==> src/rtl/code_nco_pkg.sv <==
package code_nco_pkg;

    // Number of stages in each code shift register
    localparam int CODE_STAGES = 10;

    // Feedback masks, stage k at bit k-1
    localparam logic [CODE_STAGES-1:0] REG_A_FB = 10'h204; // stages 3, 10
    localparam logic [CODE_STAGES-1:0] REG_B_FB = 10'h3A6; // stages 2,3,6,8,9,10

    // Width of a tap-select value able to name stages 1..CODE_STAGES
    localparam int TAP_SEL_W = $clog2(CODE_STAGES + 1);

    // Number of half-chip delay stages after the generator
    localparam int DELAY_STAGES = 2;

endpackage

==> src/rtl/code_phase_acc.sv <==
module code_phase_acc #(
    parameter int ACC_W = 32
) (
    input  logic             clk_i,
    input  logic             rst_i,
    input  logic             inc_wr_i,
    input  logic [ACC_W-1:0] inc_data_i,
    output logic             half_o,
    output logic             chip_o
);
    localparam int TOP = ACC_W - 1;

    typedef struct packed {
        logic [ACC_W-1:0] acc;
        logic [ACC_W-1:0] inc;
        logic             half;
        logic             odd;
        logic             chip;
    } acc_state_t;

    acc_state_t st_d, st_q;
    logic [ACC_W-1:0] sum;
    logic             flip;

    always_comb begin
        sum        = st_q.acc + st_q.inc;
        flip       = sum[TOP] ^ st_q.acc[TOP];
        st_d       = st_q;
        st_d.acc   = sum;
        st_d.half  = flip;
        st_d.odd   = st_q.odd ^ flip;
        st_d.chip  = flip & st_q.odd;
        if (inc_wr_i) begin
            st_d.inc = inc_data_i;
        end
        if (rst_i) begin
            st_d = '0;
        end
    end

    always_ff @(posedge clk_i) begin
        st_q <= st_d;
    end

    assign half_o = st_q.half;
    assign chip_o = st_q.chip;

    // the stored increment stays below half range
    a_r1_inc_below_half: assert property (@(posedge clk_i) disable iff (rst_i)
        st_q.inc[TOP] == 1'b0);

    // chip events never arrive on back-to-back cycles
    a_r3_chip_spaced: assert property (@(posedge clk_i) disable iff (rst_i)
        chip_o |=> !chip_o);

    // a chip event always follows a cycle with no chip event and marks a wrap
    a_r3_chip_wraps: assert property (@(posedge clk_i) disable iff (rst_i)
        chip_o |-> (st_q.acc < st_q.inc) || (st_q.inc == '0 && st_q.acc == '0) || (st_q.acc < $past(st_q.acc)));

endmodule

==> src/rtl/gold_code_gen.sv <==
module gold_code_gen
    import code_nco_pkg::*;
#(
    parameter int                    LEN   = CODE_STAGES,
    parameter logic [LEN-1:0]        FB_A  = REG_A_FB,
    parameter logic [LEN-1:0]        FB_B  = REG_B_FB,
    parameter int                    SEL_W = TAP_SEL_W
) (
    input  logic             clk_i,
    input  logic             rst_i,
    input  logic             adv_i,
    input  logic [SEL_W-1:0] tap_a_i,
    input  logic [SEL_W-1:0] tap_b_i,
    output logic             chip_o,
    output logic             epoch_o
);
    typedef struct packed {
        logic [LEN-1:0] reg_a;
        logic [LEN-1:0] reg_b;
        logic           epoch;
    } gen_state_t;

    gen_state_t st_d, st_q;
    logic [LEN-1:0] step_a, step_b;

    function automatic logic pick_stage(input logic [LEN-1:0] r, input logic [SEL_W-1:0] s);
        logic b;
        b = 1'b0;
        for (int k = 0; k < LEN; k++) begin
            if (s == SEL_W'(k + 1)) begin
                b = r[k];
            end
        end
        return b;
    endfunction

    always_comb begin
        step_a     = {st_q.reg_a[LEN-2:0], ^(st_q.reg_a & FB_A)};
        step_b     = {st_q.reg_b[LEN-2:0], ^(st_q.reg_b & FB_B)};
        st_d       = st_q;
        st_d.epoch = 1'b0;
        if (adv_i) begin
            st_d.reg_a = step_a;
            st_d.reg_b = step_b;
            st_d.epoch = (step_a == '1);
        end
        if (rst_i) begin
            st_d.reg_a = '1;
            st_d.reg_b = '1;
            st_d.epoch = 1'b0;
        end
    end

    always_ff @(posedge clk_i) begin
        st_q <= st_d;
    end

    assign chip_o  = st_q.reg_a[LEN-1] ^ pick_stage(st_q.reg_b, tap_a_i)
                                       ^ pick_stage(st_q.reg_b, tap_b_i);
    assign epoch_o = st_q.epoch;

    // neither register ever falls into the all-zero lockup state
    a_r4_regs_live: assert property (@(posedge clk_i) disable iff (rst_i)
        (st_q.reg_a != '0) && (st_q.reg_b != '0));

    // the epoch strobe lasts a single cycle
    a_r7_epoch_single: assert property (@(posedge clk_i) disable iff (rst_i)
        epoch_o |=> !epoch_o);

    // at an epoch the second register has also returned to its start
    a_r7_epoch_b_start: assert property (@(posedge clk_i) disable iff (rst_i)
        epoch_o |-> (st_q.reg_b == '1));

    // the code state holds while no chip event is present
    a_r3_hold_between: assert property (@(posedge clk_i) disable iff (rst_i)
        !adv_i |=> $stable(st_q.reg_a));

endmodule

==> src/rtl/half_chip_delay.sv <==
module half_chip_delay
    import code_nco_pkg::*;
#(
    parameter int STAGES = DELAY_STAGES
) (
    input  logic              clk_i,
    input  logic              rst_i,
    input  logic              shift_i,
    input  logic              code_i,
    output logic [STAGES-1:0] taps_o
);
    typedef struct packed {
        logic [STAGES-1:0] line;
    } dly_state_t;

    dly_state_t st_d, st_q;

    always_comb begin
        st_d = st_q;
        if (shift_i) begin
            st_d.line[0] = code_i;
            for (int k = 1; k < STAGES; k++) begin
                st_d.line[k] = st_q.line[k-1];
            end
        end
        if (rst_i) begin
            st_d = '0;
        end
    end

    always_ff @(posedge clk_i) begin
        st_q <= st_d;
    end

    assign taps_o = st_q.line;

    // the delay line moves only on half-chip events
    a_r8_hold_no_event: assert property (@(posedge clk_i) disable iff (rst_i)
        !shift_i |=> $stable(taps_o));

    // on an event each stage takes the previous value of the one before it
    a_r8_stage_follow: assert property (@(posedge clk_i) disable iff (rst_i)
        shift_i |=> (taps_o[STAGES-1] == $past(taps_o[STAGES-2])) && (taps_o[0] == $past(code_i)));

endmodule

==> src/rtl/code_nco_epl.sv <==
module code_nco_epl
    import code_nco_pkg::*;
#(
    parameter int ACC_W = 32,
    parameter int SEL_W = TAP_SEL_W
) (
    input  logic             clk_i,
    input  logic             rst_i,
    input  logic             inc_wr_i,
    input  logic [ACC_W-1:0] inc_data_i,
    input  logic [SEL_W-1:0] tap_a_i,
    input  logic [SEL_W-1:0] tap_b_i,
    output logic             early_o,
    output logic             prompt_o,
    output logic             late_o,
    output logic             epoch_o
);
    localparam int NDLY = DELAY_STAGES;

    logic            half_ev, chip_ev;
    logic [NDLY-1:0] dly_taps;

    code_phase_acc #(.ACC_W(ACC_W)) u_acc (
        .clk_i      (clk_i),
        .rst_i      (rst_i),
        .inc_wr_i   (inc_wr_i),
        .inc_data_i (inc_data_i),
        .half_o     (half_ev),
        .chip_o     (chip_ev)
    );

    gold_code_gen #(
        .LEN   (CODE_STAGES),
        .FB_A  (REG_A_FB),
        .FB_B  (REG_B_FB),
        .SEL_W (SEL_W)
    ) u_gen (
        .clk_i   (clk_i),
        .rst_i   (rst_i),
        .adv_i   (chip_ev),
        .tap_a_i (tap_a_i),
        .tap_b_i (tap_b_i),
        .chip_o  (early_o),
        .epoch_o (epoch_o)
    );

    half_chip_delay #(.STAGES(NDLY)) u_dly (
        .clk_i   (clk_i),
        .rst_i   (rst_i),
        .shift_i (half_ev),
        .code_i  (early_o),
        .taps_o  (dly_taps)
    );

    assign prompt_o = dly_taps[0];
    assign late_o   = dly_taps[NDLY-1];

    // written increments stay below half the accumulator range
    a_r1_write_range: assert property (@(posedge clk_i) disable iff (rst_i)
        inc_wr_i |-> (inc_data_i[ACC_W-1] == 1'b0));

    // tap selects are distinct and name real stages
    a_r4_taps_legal: assert property (@(posedge clk_i) disable iff (rst_i)
        (tap_a_i != tap_b_i) && (tap_a_i >= SEL_W'(1)) && (tap_a_i <= SEL_W'(CODE_STAGES))
        && (tap_b_i >= SEL_W'(1)) && (tap_b_i <= SEL_W'(CODE_STAGES)));

    // a chip event always coincides with a half-chip event
    a_r3_chip_is_half: assert property (@(posedge clk_i) disable iff (rst_i)
        chip_ev |-> half_ev);

endmodule

==> config.mk <==
export PLATFORM = sky130hd
export DESIGN_NAME = code_nco_epl
export DESIGN_NICKNAME = d
export VERILOG_FILES = /design/src/rtl/code_nco_pkg.sv /design/src/rtl/code_phase_acc.sv /design/src/rtl/gold_code_gen.sv /design/src/rtl/half_chip_delay.sv /design/src/rtl/code_nco_epl.sv
export SDC_FILE = /design/constraint.sdc
export NUM_CORES = 1
export LEC_CHECK = 0
export BUFFER_PORTS_ARGS = -buffer_cell sky130_fd_sc_hd__clkbuf_2
export CORE_MARGIN = 2
export CORE_UTILIZATION = 40
export DETAILED_ROUTE_END_ITERATION = 10
export PLACE_DENSITY_LB_ADDON = 0.05
export SLEW_MARGIN = 20
export SYNTH_ARGS = -nofsm -noshare
export SYNTH_HDL_FRONTEND = slang
export SYNTH_SLANG_ARGS = --single-unit
==> constraint.sdc <==
create_clock -name clk_i -period 3.15 [get_ports clk_i]
set_clock_uncertainty 0.2 [all_clocks]
set_input_delay 0.315 -clock clk_i [delete_from_list [all_inputs] [get_ports clk_i]]
set_output_delay 0.315 -clock clk_i [all_outputs]
set_load 0.005 [all_outputs]
==> run_results.csv, run 1 <==
group,metric,value,unit
finish,nets,641,
logic_synthesis,synth_area,4573,sq um
timing,fin_crit_sh,95.33,%
floorplanning,die_w,110.9,microns
clocking,cts_tree,"yes",
routing,drtAntennaViolNets,0,
power_and_ir_drop,vdd_ir_drop_max,0.0003765,V
clocking,cts-root-buf,"clkbuf_16",
placed_design,dp_hpwl,6.446,mm
power_and_ir_drop,p_leak,2.361,nW
timing,fin_ws,0.1472,ns
grt,antenna_found_initial,0,
critical_path,cp.arrival,3.04,ns
logic_synthesis,synthCells,506,
run,drv_cap,0,
timing,fin_crit,3.003,ns
routing,viasPerCell,5.086,
floorplanning,rows,39,
timing,slew_headroom,53.60,%
grt,grt_max_degree,41,
logic_synthesis,synth_warnings,0,
power_and_ir_drop,total_power,2.798,mW
critical_path,critPathKind,"flip-flop to flip-flop",
critical_path,critPathLaunchType,"flip-flop",
timing,tns,0,ns
floorplanning,die_area,12300,sq um
timing,fmax,333.0,MHz
logic_synthesis,synth-seq-area-share,38.96,%
routing,drtIter0Drc,121,
logic_synthesis,yosysTopAreaCell,"dfxtp_1",
logic_synthesis,synth.most_common_cell,"dfxtp_1",
floorplanning,die_h,110.9,microns
logic_synthesis,async_reset_ff_share,0,%
critical_path,crit_path_end_kind,"flip-flop",
clocking,clock_sinks,89,
placed_design,post-place-ws,0.05729,ns
logic_synthesis,synth_edf_count,0,
timing,hold_violations,0,
grt,grt_pass1_wl,16.04,mm
min_path,hold_class,"input port to flip-flop",
logic_synthesis,syn_area_per_cell,9.038,sq um
logic_synthesis,synth_fp_nets,582,
grt,gr-usage-all-layers,15.83,%
routing,finalWirelength,9.155,mm
critical_path,crit_start,"u_acc.st_q[3]",
logic_synthesis,yosysTopAreaCellShare,38.96,%
critical_path,crit_required,3.19,ns
placed_design,port_buffers,46,
outcome,status,"complete, no violations",
floorplanning,ios,47,
clocking,clk_pin_slew,0.06,ns
clocking,cts_max_level,3,
grt,grt_overflow,0,
timing,max_slew.worst_pin.slew,0.6953,ns
min_path,hold_path.startpoint,"inc_data_i[11]",
logic_synthesis,yosysUniqueCellTypes,52,
timing,finalSetupViolCount,0,
placed_design,gp_congestion,0.7846,
grt,grt_pass1_vias,3503,
floorplanning,coreArea,11270,sq um
logic_synthesis,synth_ff_type,"dfxtp_1",
clocking,insertion_delay,0.35,ns
timing,final_max_slew_viol_count,0,
logic_synthesis,synthTopCellsByCount,"89 x dfxtp_1, 71 x nor2_1, 50 x mux2i_1",
finish,fillCellCount,1125,
timing,timing.hold.ws,0.006628,ns
finish,num_antenna_cells,0,
routing,vias,3626,
routing,first_pass_iters,4,
critical_path,critPathMaxFanout,4,
logic_synthesis,ys_ff_latch,89,
clocking,clockBufferDepth,2,
routing,wl_per_cell,12.84,microns
routing,drc,0,
power_and_ir_drop,p_per_area,516.4,nW/um^2
logic_synthesis,yosys-top-cells-area,"dfxtp_1 39%, mux2i_1 11%, ha_1 8.8%, nor2_1 5.8%, nand2_1 3.6%",
timing,rsz0062_at_grt,"no",
finish,drive_gt1_share,15.44,%
floorplanning,initial_core_util,40.57,%
clocking,numCtsBuffers,9,
critical_path,r2r_start,"u_acc.st_q[3]",
finish,syn_to_final_growth,18.50,%
## per-layer routing
layer	vias up	global-route usage [%]	wire [microns]
li1	1915	-	-
met1	1631	20.99	4714
met2	66	24.25	3887
met3	14	3.663	350
met4	0	7.833	204
met5	-	0	0
## cells in the final DEF, fill, tap and decap left out, drive strengths merged, types with 7 or more instances in the layout
cell type,instances
a211oi,12
a21boi,7
a21oi,32
buf,8
clkbuf,56
dfxtp,89
dlygate4sd3,12
ha,32
inv,14
mux2i,50
nand2,44
nand3,7
nor2,71
nor2b,7
nor3,12
o21ai,25
xnor2,17
xor2,8
## registers in the layout, summed over array words and instances (netlist names)
register       flops
u_acc.chip_o       1
u_dly.taps_o       2
u_acc.half_o       1
u_acc.st_q        64
u_gen.epoch_o      1
u_gen.st_q        20
## metrics by stage
step           cells  utilization (%)  instance area (sq um)
6_report         713            48.07                   5419
5_1_grt          713            48.07                   5419
4_1_cts          710            47.70                   5376
3_5_place_dp     682            43.93                   4952
3_3_place_gp     682            43.93                   4952
2_1_floorplan    506                -                   4573
## repair_timing
action | 4_1_cts | 5_1_grt
buffers inserted | 0 | 3
hold endpoints to repair | 12 | 0
resized for setup | 0 | 4
hold buffers | 12 | 0
setup endpoints to repair | 0 | 3
## final cells by class
| class | instances | area (sq um) | area share [%] |
|---|---|---|---|
| clock buffers | 10 | 239.0 | 4.410 |
| flip-flops and latches | 89 | 1782 | 32.88 |
| inverters | 12 | 45.04 | 0.8312 |
| clock inverters | 6 | 65.06 | 1.201 |
| well taps | 143 | 178.9 | 3.302 |
| repair buffers | 66 | 410.4 | 7.573 |
| multi-input cells | 387 | 2699 | 49.80 |
## worst max-delay path, cell delays in order (launching register included)
cell	delay, ns
dfxtp_1	0.31
ha_1	0.23
fa_2	0.40
a211oi_4	0.31
nor4_2	0.09
a211oi_2	0.24
buf_4	0.15
o211ai_2	0.13
a21oi_2	0.24
nor3b_2	0.09
o22ai_1	0.19
mux2_4	0.31
## where the power goes
part / switching [mW] / total (mW) / internal, mW
clock network: 0.452 / 1.09 / 0.639
logic: 0.252 / 0.470 / 0.217
registers: 0.0332 / 1.24 / 1.21
total: 0.738 / 2.80 / 2.06
## logic make-up after synthesis
logic type               Yosys count  synth area share, %
multiplexers                      55                12.75
AO/OA/AOI/OAI                    107                14.86
flip-flops                        89                38.96
XOR/XNOR                          25                4.788
AND/OR/NAND/NOR                  167                16.99
adder cells (fa/ha/maj)           33                9.193
buffers and inverters             30                2.462
## final timing paths
kind	slack, ns	end	depth (start not counted)
max	0.15	u_acc.st_q[61]	11
min reg2reg	0.28	u_gen.epoch_o	2
min	0.007	u_acc.st_q[14]	3
max reg2reg	0.15	u_acc.st_q[61]	11
(Power assumes the default switching activity.)
==> inputs of run 2 (changes only) <==
- clock period: 3.15 -> 2.75 ns (I/O delays scaled with it)
==> run 2 against run 1 <==
Compared with the run above:
- the run now ends with negative setup slack left
- setup slack lost 0.16 ns
- via count grew 6.0%
- count of clock-buffer cells in the layout shrank 1
- combinational power grew 39%
- die area is the same
- sequential share of layout area shrank 3.7 points
- clock power grew 31%
- sequential power grew 15%
==> run_results.csv, run 2 (same netlist as run 1, synthesis figures left out) <==
group,metric,value,unit
outcome,status,"complete, but fails checks",
outcome,violations,"negative setup slack",
critical_path,critPathKind,"flip-flop to flip-flop",
finish,num_antenna_cells,0,
min_path,hold_class,"input port to flip-flop",
finish,drive_gt1_share,24.68,%
clocking,numCtsBuffers,9,
timing,fin_crit,2.764,ns
power_and_ir_drop,p_per_area,572.9,nW/um^2
timing,fmax,361.8,MHz
min_path,min_path_cells,2,
finish,syn_to_final_growth,33.95,%
grt,grt_pass1_wl,17.32,mm
floorplanning,die_h,110.9,microns
floorplanning,die_area,12300,sq um
timing,rsz0062_at_grt,"yes",
clocking,cts_tree,"yes",
timing,finalSetupViolCount,1,
placed_design,placed_cells,717,
floorplanning,coreArea,11270,sq um
finish,stdcell_count,771,
min_path,hold_path.startpoint,"rst_i",
routing,first_pass_iters,4,
floorplanning,rows,39,
routing,drtAntennaViolNets,0,
finish,layout_commonest_cell,"dfxtp_1",
finish,nets,699,
min_path,min_to,"u_dly.taps_o[0]",
timing,max_slew.worst_pin.slew,0.7051,ns
timing,final_max_slew_viol_count,0,
routing,drtIter0Drc,107,
routing,wl_per_cell,13.07,microns
clocking,clk_pin_slew,0.07,ns
power_and_ir_drop,vdd_ir_drop_max,0.0002823,V
timing,timing.hold.ws,0.04054,ns
timing,fin_crit_sh,100.5,%
floorplanning,die_w,110.9,microns
clocking,cts-root-buf,"clkbuf_16",
placed_design,port_buffers,46,
timing,tns,-0.01363,ns
critical_path,rr_worst_depth,13,
placed_design,gp_congestion,0.8306,
critical_path,cp.arrival,2.78,ns
finish,utilization,54.35,%
finish,final_cell_mix,"85 x dfxtp_1, 71 x nor2_1, 50 x mux2i_1",
timing,fin_ws,-0.01363,ns
routing,drc,0,
clocking,cts_max_level,3,
run,drv_cap,0,
clocking,insertion_delay,0.35,ns
placed_design,dp_hpwl,7.326,mm
critical_path,crit_required,2.77,ns
timing,hold_violations,0,
critical_path,r2r_start,"u_acc.st_q[3]",
routing,finalWirelength,10.08,mm
finish,largest_reg_flops,64,
routing,viasPerCell,4.983,
floorplanning,ios,47,
grt,antenna_found_initial,0,
clocking,clockBufferDepth,2,
floorplanning,initial_core_util,40.57,%
routing,vias,3842,
critical_path,reg2reg_slack,-0.01,ns
critical_path,r2r-end,"u_acc.st_q[1]",
power_and_ir_drop,p_leak,2.713,nW
grt,grt_max_degree,34,
critical_path,critPathLaunchType,"flip-flop",
timing,slew_headroom,52.94,%
grt,gr-usage-all-layers,17.21,%
critical_path,crit_path_end_kind,"flip-flop",
clocking,clock_sinks,89,
finish,top_register,"u_acc.st_q",
grt,grt_pass1_vias,3807,
critical_path,critPathMaxFanout,2,
grt,grt_overflow,0,
## run 2: changes by cell type in the layout (fill, tap and decap cells not counted), sizes merged
cell,delta
dlygate4sd3,+20
clkinvlp,-1
clkbuf,-1
bufinv,+2
buf,+38
## run 2: metrics by stage
step	cell area, sq um	power [mW]	setup slack [ns]
global route	6126	3.689	-0.1474
detailed placement	5220	2.021	-0.1162
global placement	5220	2.010	-0.05512
floorplan	4578	1.837	0.002243
finish	6126	3.510	-0.01363
CTS	6001	3.523	0.004338
## run 2: how the worst max path moves through the flow
stage / start / endpoint / slack, ns
6_report: u_acc.st_q[3] / u_acc.st_q[1] / -0.01
5_1_grt: u_acc.st_q[3] / u_acc.st_q[63] / -0.15
4_1_cts: u_acc.st_q[3] / u_acc.st_q[61] / 0.004
3_5_place_dp: u_acc.st_q[3] / u_acc.st_q[63] / -0.12
3_3_place_gp: u_acc.st_q[12] / u_acc.st_q[65] / -0.06
2_1_floorplan: u_acc.st_q[3] / u_acc.st_q[61] / 0.002
## run 2: power breakdown
part / leakage, nW / internal, mW / total (mW) / switching [mW]
registers: 0.730 / 1.38 / 1.42 / 0.0437
clock network: 0.171 / 0.897 / 1.43 / 0.537
logic: 1.81 / 0.330 / 0.651 / 0.321
## run 2: area by class of cell
type | count | area, sq um
fillers | 1032 | 5146
repair buffers | 124 | 895.9
well taps | 143 | 178.9
flip-flops and latches | 89 | 1787
inverters | 12 | 45.04
clock inverters | 7 | 125.1
multi-input cells | 387 | 2869
clock buffers | 9 | 225.2
## run 2: worst max-delay path: stages, from the launching register on
cell and delay, ns:
dfxtp_2 0.33, ha_4 0.16, buf_4 0.12, buf_4 0.13, a211oi_2 0.21, o21ai_1 0.14
a21oi_2 0.19, buf_4 0.15, a211oi_4 0.07, o21ai_2 0.21, a31oi_2 0.11, xor2_1 0.17
ha_1 0.31, nor2b_1 0.14
## run 2: routing by layer
layer  global-route usage, %  up-vias  part of all wire (%)
met4                   8.083        0                   2.4
met1                   21.79     1754                    48
li1                        -     2030                     -
met5                       0        -                     0
met3                   2.952       17                   2.3
met2                   28.59       41                    47
## run 2: what timing repair did
item / 4_1_cts / 5_1_grt
endpoints found under the setup margin: 7 / 15
pin swaps: 11 / 19
hold buffers: 32 / 0
endpoints found under the hold margin: 32 / 0
buffers inserted: 2 / 5
resized for setup: 18 / 25
